$ cat config.mk
export PLATFORM = sky130hd
export DESIGN_NAME = rs_return_stack
export DESIGN_NICKNAME = d
export VERILOG_FILES = /design/src/rtl/rs_pkg.sv /design/src/rtl/rs_ctrl.sv /design/src/rtl/rs_level.sv /design/src/rtl/rs_return_stack.sv
export SDC_FILE = /design/constraint.sdc
export NUM_CORES = 1
export LEC_CHECK = 0
export BUFFER_PORTS_ARGS = -buffer_cell sky130_fd_sc_hd__buf_2
export CORE_MARGIN = 5
export CORE_UTILIZATION = 50
export CTS_CLUSTER_DIAMETER = 100
export CTS_CLUSTER_SIZE = 12
export DETAILED_ROUTE_END_ITERATION = 10
export HOLD_SLACK_MARGIN = 0.03
export PLACE_DENSITY = 0.72
export SLEW_MARGIN = 10
export SYNTH_ARGS = -nofsm -noshare
export SYNTH_HDL_FRONTEND = slang
export SYNTH_HIERARCHICAL = 1
export SYNTH_SLANG_ARGS = --single-unit
$ cat constraint.sdc
create_clock -name clk -period 2.2 [get_ports clk]
set_input_delay 0.11 -clock clk [delete_from_list [all_inputs] [get_ports clk]]
set_output_delay 0.11 -clock clk [all_outputs]
set_load 0.005 [all_outputs]
$ cat src/rtl/rs_pkg.sv
package rs_pkg;
  typedef enum logic [1:0] {
    OP_HOLD = 2'd0,
    OP_PUSH = 2'd1,
    OP_POP  = 2'd2,
    OP_SWAP = 2'd3
  } rs_op_e;
endpackage

$ cat src/rtl/rs_ctrl.sv
module rs_ctrl
  import rs_pkg::*;
(
  input  logic   push_i,
  input  logic   pop_i,
  output rs_op_e op_o
);
  always_comb begin
    unique case ({push_i, pop_i})
      2'b10:   op_o = OP_PUSH;
      2'b01:   op_o = OP_POP;
      2'b11:   op_o = OP_SWAP;
      default: op_o = OP_HOLD;
    endcase
  end
endmodule

$ cat src/rtl/rs_level.sv
module rs_level
  import rs_pkg::*;
#(
  parameter int AW     = 10,
  parameter bit IS_TOP = 1'b0
) (
  input  logic          clk,
  input  logic          rst,
  input  rs_op_e        op_i,
  input  logic [AW-1:0] shallow_i,
  input  logic [AW-1:0] deep_i,
  output logic [AW-1:0] q_o
);
  always_ff @(posedge clk) begin
    if (rst) begin
      q_o <= '0;
    end else begin
      unique case (op_i)
        OP_PUSH: q_o <= shallow_i;
        OP_POP:  q_o <= deep_i;
        OP_SWAP: q_o <= IS_TOP ? shallow_i : q_o;
        default: q_o <= q_o;
      endcase
    end
  end
endmodule

$ cat src/rtl/rs_return_stack.sv
module rs_return_stack
  import rs_pkg::*;
#(
  parameter int DEPTH = 3,
  parameter int AW    = 10
) (
  input  logic          clk,
  input  logic          rst,
  input  logic          push_i,
  input  logic [AW-1:0] push_addr_i,
  input  logic          pop_i,
  output logic [AW-1:0] top_o
);
  localparam int LAST = DEPTH - 1;

  rs_op_e        op;
  logic [AW-1:0] lvl_q [DEPTH];

  rs_ctrl u_ctrl (
    .push_i (push_i),
    .pop_i  (pop_i),
    .op_o   (op)
  );

  for (genvar i = 0; i < DEPTH; i++) begin : g_lvl
    logic [AW-1:0] shallow;
    logic [AW-1:0] deep;
    if (i == 0) begin : g_head
      assign shallow = push_addr_i;
    end else begin : g_body
      assign shallow = lvl_q[i-1];
    end
    if (i == LAST) begin : g_tail
      assign deep = lvl_q[i];
    end else begin : g_mid
      assign deep = lvl_q[i+1];
    end
    rs_level #(.AW(AW), .IS_TOP(i == 0)) u_level (
      .clk       (clk),
      .rst       (rst),
      .op_i      (op),
      .shallow_i (shallow),
      .deep_i    (deep),
      .q_o       (lvl_q[i])
    );
  end

  assign top_o = lvl_q[0];
endmodule

# Yosys cells after proc, flatten, opt, wreduce, memory -nomap -nowiden
# Index checks and enable logic that the tools add are counted.
[word_totals]
regBits = 30
output_inout_bits = 10
latchBits = 0
word_cells = 15
n_memories = 0
ramBits = 0
rom_bits = 0
inputBits = 14
[op_classes]
n_eq_ne = 6
mul = 0
shift = 0
add_sub_neg = 0
n_reduce_logical = 3
n_div = 0
muxes = 3
n_lt_le_gt_ge = 0
bitwise_logic = 0
[ops]
columns = ["op", "n"]
rows = [
  ["case mux 10 bit (2 select lines)", 2],
  ["equality test 2 bit, second input constant", 4],
  ["case mux 2 bit (3 select lines)", 1],
  ["equality test 2 x 1 -> 1 bit, second input constant", 2],
  ["nonzero test 2 bit", 2],
  ["OR reduction 2 bit", 1],
]

# Logic depth before layout (Yosys ltp)
# Gate-level depths: netlist (run 1).
[logic_depth]
depth_word = 5
mapped_depth = 6

# Hierarchy
# Netlist (run 1), hierarchy kept.
[modules_own_cells]
columns = ["module", "seq_area_each_um2", "n_inst", "area_each_um2", "cells_per_inst"]
rows = [
  ["rs_level (g_lvl[1].u_level ...)", 200.2, 2, 476.7, 46],
  ["rs_level (g_lvl[0].u_level)", 200.2, 1, 460.4, 44],
  ["rs_ctrl", 0.0, 1, 7.5, 2],
]

# Worst setup path after synthesis (run 1)
# OpenSTA, ideal clock, no wires.
[synth_timing]
kind = "input to register"
startpoint = "input push_i"
endpoint = "register g_lvl[1].u_level.q_o[0]"
setup_ps = 86
path_stages = 6
t_arrival_ps = 1046
t_required_ps = 2114
slack_ps = 1068
path_cell_list = "clkbuf_1 -> inv_1 -> ha_1 -> clkbuf_1 -> nor2b_1 -> a211oi_1"
[synth_between]
elab_chain_len = 4
word_cells_on_any_way = 8
classes_between = "eq/ne: 5; mux: 2; reduce/logical: 1"
[synth_lines]
columns = ["item", "line", "rtl"]
rows = [
  ["from (decl)", "rs_return_stack.sv:9", "input logic push_i,"],
  ["equality test 2 bit or equality test 2 x 1 -> 1 bit (tied branches)", "rs_ctrl.sv:9", "unique case ({push_i, pop_i})"],
  ["case mux 2 bit (3 select lines) (*)", "rs_ctrl.sv:9", ""],
  ["equality test 2 bit or equality test 2 x 1 -> 1 bit (tied branches)", "--", ""],
  ["case mux 10 bit (2 select lines) or nonzero test 2 bit (tied branches)", "--", ""],
  ["to (signal assigned)", "rs_level.sv:19", "OP_PUSH: q_o <= shallow_i;"],
  ["to (signal assigned)", "rs_level.sv:20", "OP_POP: q_o <= deep_i;"],
  ["to (signal assigned)", "rs_level.sv:21", "OP_SWAP: q_o <= IS_TOP ? shallow_i : q_o;"],
  ["to (decl)", "rs_level.sv:12", "output logic [AW-1:0] q_o"],
]
# Mark *: on every way between the ends. The rest lies on a longest branch, timed or not.
# A chain may end at the register's enable or synchronous reset.

# Worst setup path after layout (run 1)
[layout_timing]
startpoint = "input push_i"
endpoint = "register g_lvl[1].u_level.q_o[7]"
# The elaborated chain is that of the path after synthesis.

==> summary.txt, run 1 <==
iteration-0 DRC count of the detailed router - 15
Synth Warn # - 6
Setup Fix Bufs, Post-CTS - 0
clk sinks - 30
post-DP HPWL - 2160 um
P_int - 0.847 mW
first-pass detailed-route iteration total - 4
Crit-path slowest cell - ha_1
Final Cycle Share - 59.4%
FMAX - 765 MHz
Clock Skew - 6.09 ps
Post-CTS Hold Buffers - 0
first-pass GRT wire length - 5070 um
CP max FO - 13
Multi-input gate area - 738 um2
final setup TNS - 0 ps
Final nets - 173
Worst-Margin Slew - 595 ps
Mean Syn Cell Area - 10.3 um2
DR WL/cell - 15.6 um
CTS tree - yes
Tot Pwr - 1.18 mW
DRC Markers - 0
crit path cell chain - buf_2 -> inv_1 -> ha_1 -> clkinv_1 -> a211oi_1
core area - 2730 um2
async set-reset flop share out of synthesis - 0%
post-cts sizing count - 0
Reg clk slew, reported paths - 90 ps
routed vias/inst - 5.65
TritonCTS Buffers - 5
WP buf/inv - 3
worst vdd ir - 0.000408 V
post-route ant nets - 0
Ant. Diodes - 0
worst setup margin - 893 ps
slowest stage delay, CP - 460 ps
Combinational Power Share - 16.9%
Seq/Total Area, Yosys - 42.3%
Most used DFF post-synth - dfxtp_1
status - finished, final reports clean
share of cells above drive strength 1 - 19.0%
Setup Crit Path Kind - input pin to flop
vias post-DR - 1,067
Top reg by flops - g_lvl.u_level/q_o
Worst Path Arrival - 1550 ps
Seq pwr share - 53.9%
sequential cell area - 601 um2
RSZ-0062 raised after global routing - no
Initial Util - 52.0%
Post-synth EDFFs - 0
Synth top area share - 42.3%
Post-Syn Area - 1420 um2
Critical Path Start Type - input pin
buffers added on ports - 23
sw frac - 28.4%
leakage - 0.638 nW
final wirelength - 2940 um
initial antenna violation count - 0
Setup WS pre-CTS - 576 ps
clock power share - 29.2%
Pins Over Slew Limit - 0
maximum clock path buffer count - 2
slew margin rel. - 60.3%
global route overflow - 0
Worst EP required - 2440 ps
Die H - 63.3 um
max reg flops - 30
largest registers - g_lvl.u_level/q_o: 30 flops
Crit path max-delay family - buffers and inverters
Synth top cells by count - 30 x a211oi_1, 30 x dfxtp_1, 30 x mux2i_1, 30 x nor2b_1, 5 x clkbuf_1
net count after synthesis - 154
Cells after Synth - 138
largest cells by area after synthesis - dfxtp_1 42%, mux2i_1 21%, a211oi_1 16%
critical path endpoint category - flop
Sw Pwr - 0.336 mW
Fillers - 235
min Tclk post-route - 1310 ps
die footprint - 4010 um2
vias in the first global route - 1,029
flops & latches, synth - 30
Synth area leader - dfxtp_1
max_cap viols - 0
GPL Wtd Cong - 0.802
Final Hold Violating Endpoints - 0
largest net degree at the start of global routing - 31
final number of setup-violating endpoints - 0
IO Pins - 24
Final Util - 57.5%
pwr dens - 753 nW/um2
gr usage total - 16.3%
synth-to-layout area growth - 10.6%
H-tree level count - 2
Worst Hold Class - input pin to flop
Clk Latency, worst-skew pair - 340 ps
Root Buffer - clkbuf_4
Core Rows - 19
final hold slack - 53.5 ps
Die X - 63.3 um
Netlist cell types - 10
-- tightest hold or removal path: stages --
cell	delay [ps]
buf_2	90
nor2b_1	100
a211oi_1	50
-- power groups by stage --
stage / clock (mW) / combinational (mW) / sequential (mW)
floorplan: 0 / 0.152 / 0.637
global placement: 0 / 0.191 / 0.648
detailed placement: 0 / 0.199 / 0.650
CTS: 0.354 / 0.200 / 0.637
global route: 0.379 / 0.223 / 0.646
finish: 0.345 / 0.199 / 0.638
-- cell families (layout without fill, tap and decap cells) --
logic type	after synthesis	after routing	synth area share [%]
buf+inv	16	36	5.81
mux	30	30	21.1
flops	30	30	42.3
compound gates	30	30	15.8
simple gates	30	30	13.2
fa+ha+maj	2	2	1.76
-- placed cells by master, fill, tap and decap left out, drive strengths merged --
cell	instances
a211oi	30
buf	23
clkbuf	7
clkinv	4
dfxtp	30
ha	2
inv	2
mux2i	30
nor2b	30
-- metal layers --
layer  up-vias  share of wire [%]  GRT usage, %
met3         6                4.2          5.51
li1        533                  -             -
met1       505                 50          21.2
met5         -                  0             0
met2        23                 44          23.6
met4         0                2.2          8.57
-- layout make-up --
cell class	instances	share of cell area, %
multi-input cells	92	47.0
clock inverters	1	0.318
repair buffers	23	7.32
inverters	5	1.19
flip-flops and latches	30	38.2
well taps	31	2.47
clock buffers	7	3.50
-- per-stage QoR --
| step | instances | instance area (um2) |
|---|---|---|
| 4_1_cts | 189 | 1570 |
| 5_1_grt | 189 | 1570 |
| 3_3_place_gp | 181 | 1510 |
| 2_1_floorplan | 138 | 1420 |
| 6_report | 189 | 1570 |
| 3_5_place_dp | 181 | 1510 |
-- final timing paths --
path | start | endpoint | slack (ps) | depth (start not counted)
hold / removal | push_addr_i[8] | g_lvl[0].u_level/q_o[8] | 50 | 3
setup reg to reg | g_lvl[2].u_level/q_o[7] | g_lvl[1].u_level/q_o[7] | 1330 | 2
hold reg to reg | g_lvl[2].u_level/q_o[0] | g_lvl[2].u_level/q_o[0] | 530 | 2
setup / recovery | push_i | g_lvl[1].u_level/q_o[7] | 890 | 5
Power figures use the tool's default switching activity.
==> run 2, diff against run 1 <==
- CORE_UTILIZATION: 50 -> 49
- PLACE_DENSITY: 0.72 -> 0.74
- clock period: 2.2 -> 1.1 ns (I/O delays scaled with it)
==> run 2 against run 1 <==
  * Sequential power grew 100%
  * Critical path type unchanged
  * Critical path depth is the same
  * Register-to-register slack lost 1100 ps
  * Combinational power grew 120%
==> summary.txt, run 2 (synthesis results as in run 1) <==
die footprint - 4080 um2
Worst Hold Class - input pin to flop
Reg clk slew, reported paths - 90 ps
post-route ant nets - 0
slew margin rel. - 61.5%
gr usage total - 15.4%
Setup Fix Bufs, Post-CTS - 0
critical path endpoint category - flop
Worst Min Path Start - push_i
Core Rows - 19
Placement Cell Area - 1540 um2
Final Cycle Share - 86.0%
Ant. Diodes - 0
WHS Path Cells - 4
pwr dens - 1490 nW/um2
largest net degree at the start of global routing - 31
Top reg by flops - g_lvl.u_level/q_o
largest registers - g_lvl.u_level/q_o: 30 flops
max_cap viols - 0
Worst Path Arrival - 1190 ps
min Tclk post-route - 946 ps
Die X - 63.9 um
CP max FO - 10
RSZ-0062 raised after global routing - no
Final nets - 187
most frequent cells in the layout - 30 x mux2i_1, 30 x nor2b_1, 30 x a211oi_1, 30 x dfxtp_1, 23 x buf_2
Worst-Margin Slew - 578 ps
CTS tree - yes
core area - 2760 um2
Placed Cells - 185
routed vias/inst - 5.53
Hold Path End - g_lvl[0].u_level/q_o[6]
first-pass GRT wire length - 5180 um
Pins Over Slew Limit - 0
FMAX - 1060 MHz
Final Hold Violating Endpoints - 0
fin area - 1720 um2
Die H - 63.9 um
r2r setup slk - 250 ps
Initial Util - 51.5%
maximum clock path buffer count - 2
DR WL/cell - 14.9 um
status - finished, final reports clean
Critical Path Start Type - input pin
synth-to-layout area growth - 21.0%
TritonCTS Buffers - 5
iteration-0 DRC count of the detailed router - 17
leakage - 0.709 nW
final hold slack - 218 ps
Clock Skew - 8.83 ps
Setup Crit Path Kind - input pin to flop
worst vdd ir - 0.00137 V
Clk Latency, worst-skew pair - 330 ps
final wirelength - 3020 um
Worst R2R End - g_lvl[2].u_level/q_o[2]
global route overflow - 0
Critical Path Source - push_i
vias post-DR - 1,123
share of cells above drive strength 1 - 20.3%
DRC Markers - 0
GPL Wtd Cong - 0.682
post-DP HPWL - 2140 um
FF-to-FF path depth - 2
Worst EP required - 1340 ps
Root Buffer - clkbuf_4
post-cts sizing count - 0
H-tree level count - 2
vias in the first global route - 1,145
initial antenna violation count - 0
max reg flops - 30
first-pass detailed-route iteration total - 4
FF-to-FF Start - g_lvl[2].u_level/q_o[2]
final number of setup-violating endpoints - 0
clk sinks - 30
IO Pins - 24
post-route insts no fill - 203
buffers added on ports - 23
run 2: what timing repair did:
action,4_1_cts,5_1_grt
hold endpoints to repair,10,0
setup endpoints to repair,0,0
hold buffers,10,0
run 2: power by group:
| part | switching, mW | total, mW | internal [mW] | leakage [nW] |
|---|---|---|---|---|
| Combinational | 0.207 | 0.438 | 0.231 | 0.415 |
| Sequential | 0.0888 | 1.28 | 1.19 | 0.249 |
| Clock | 0.383 | 0.854 | 0.470 | 0.0450 |
| Total | 0.679 | 2.57 | 1.89 | 0.709 |
run 2: area by class of cell:
class                   count  area [um2]
clock buffers               5        37.5
flip-flops and latches     30         601
clock inverters             3        40.0
multi-input cells          92         738
fillers                   217        1040
inverters                   5        18.8
well taps                  31        38.8
repair buffers             37         245
run 2: worst max-delay path: stages:
cell and delay, ps:
buf_2 120, inv_1 50, ha_1 510, mux2i_1 180
a211oi_1 270
run 2: stage by stage:
| stage | worst slack, ps | util [%] | TNS [ps] | power, mW |
|---|---|---|---|---|
| after detailed placement | -184 | 55.9 | -2680 | 1.71 |
| final | 154 | 62.3 | 0 | 2.57 |
| after floorplan | 23.2 | - | 0 | 1.58 |
| after CTS | 149 | 62.3 | 0 | 2.58 |
| after global routing | 102 | 62.3 | 0 | 2.71 |
| after global placement | -92.8 | 55.9 | -1510 | 1.68 |
run 2: layer usage:
layer	up-vias	track usage, %	part of all wire, %
li1	563	-	-
met1	531	17.6	45
met2	25	27.3	50
met3	4	3.15	3.7
met4	0	7.01	1.5
met5	-	0	0
run 2: worst max-delay path by stage:
stage / endpoint / slack (ps) / depth (start not counted)
final: g_lvl[2].u_level/q_o[2] / 150 / 5
after global routing: g_lvl[1].u_level/q_o[9] / 100 / 5
after CTS: g_lvl[2].u_level/q_o[2] / 150 / 5
after detailed placement: g_lvl[1].u_level/q_o[2] / -180 / 5
after global placement: g_lvl[2].u_level/q_o[5] / -90 / 5
after floorplan: g_lvl[1].u_level/q_o[0] / 20 / 6
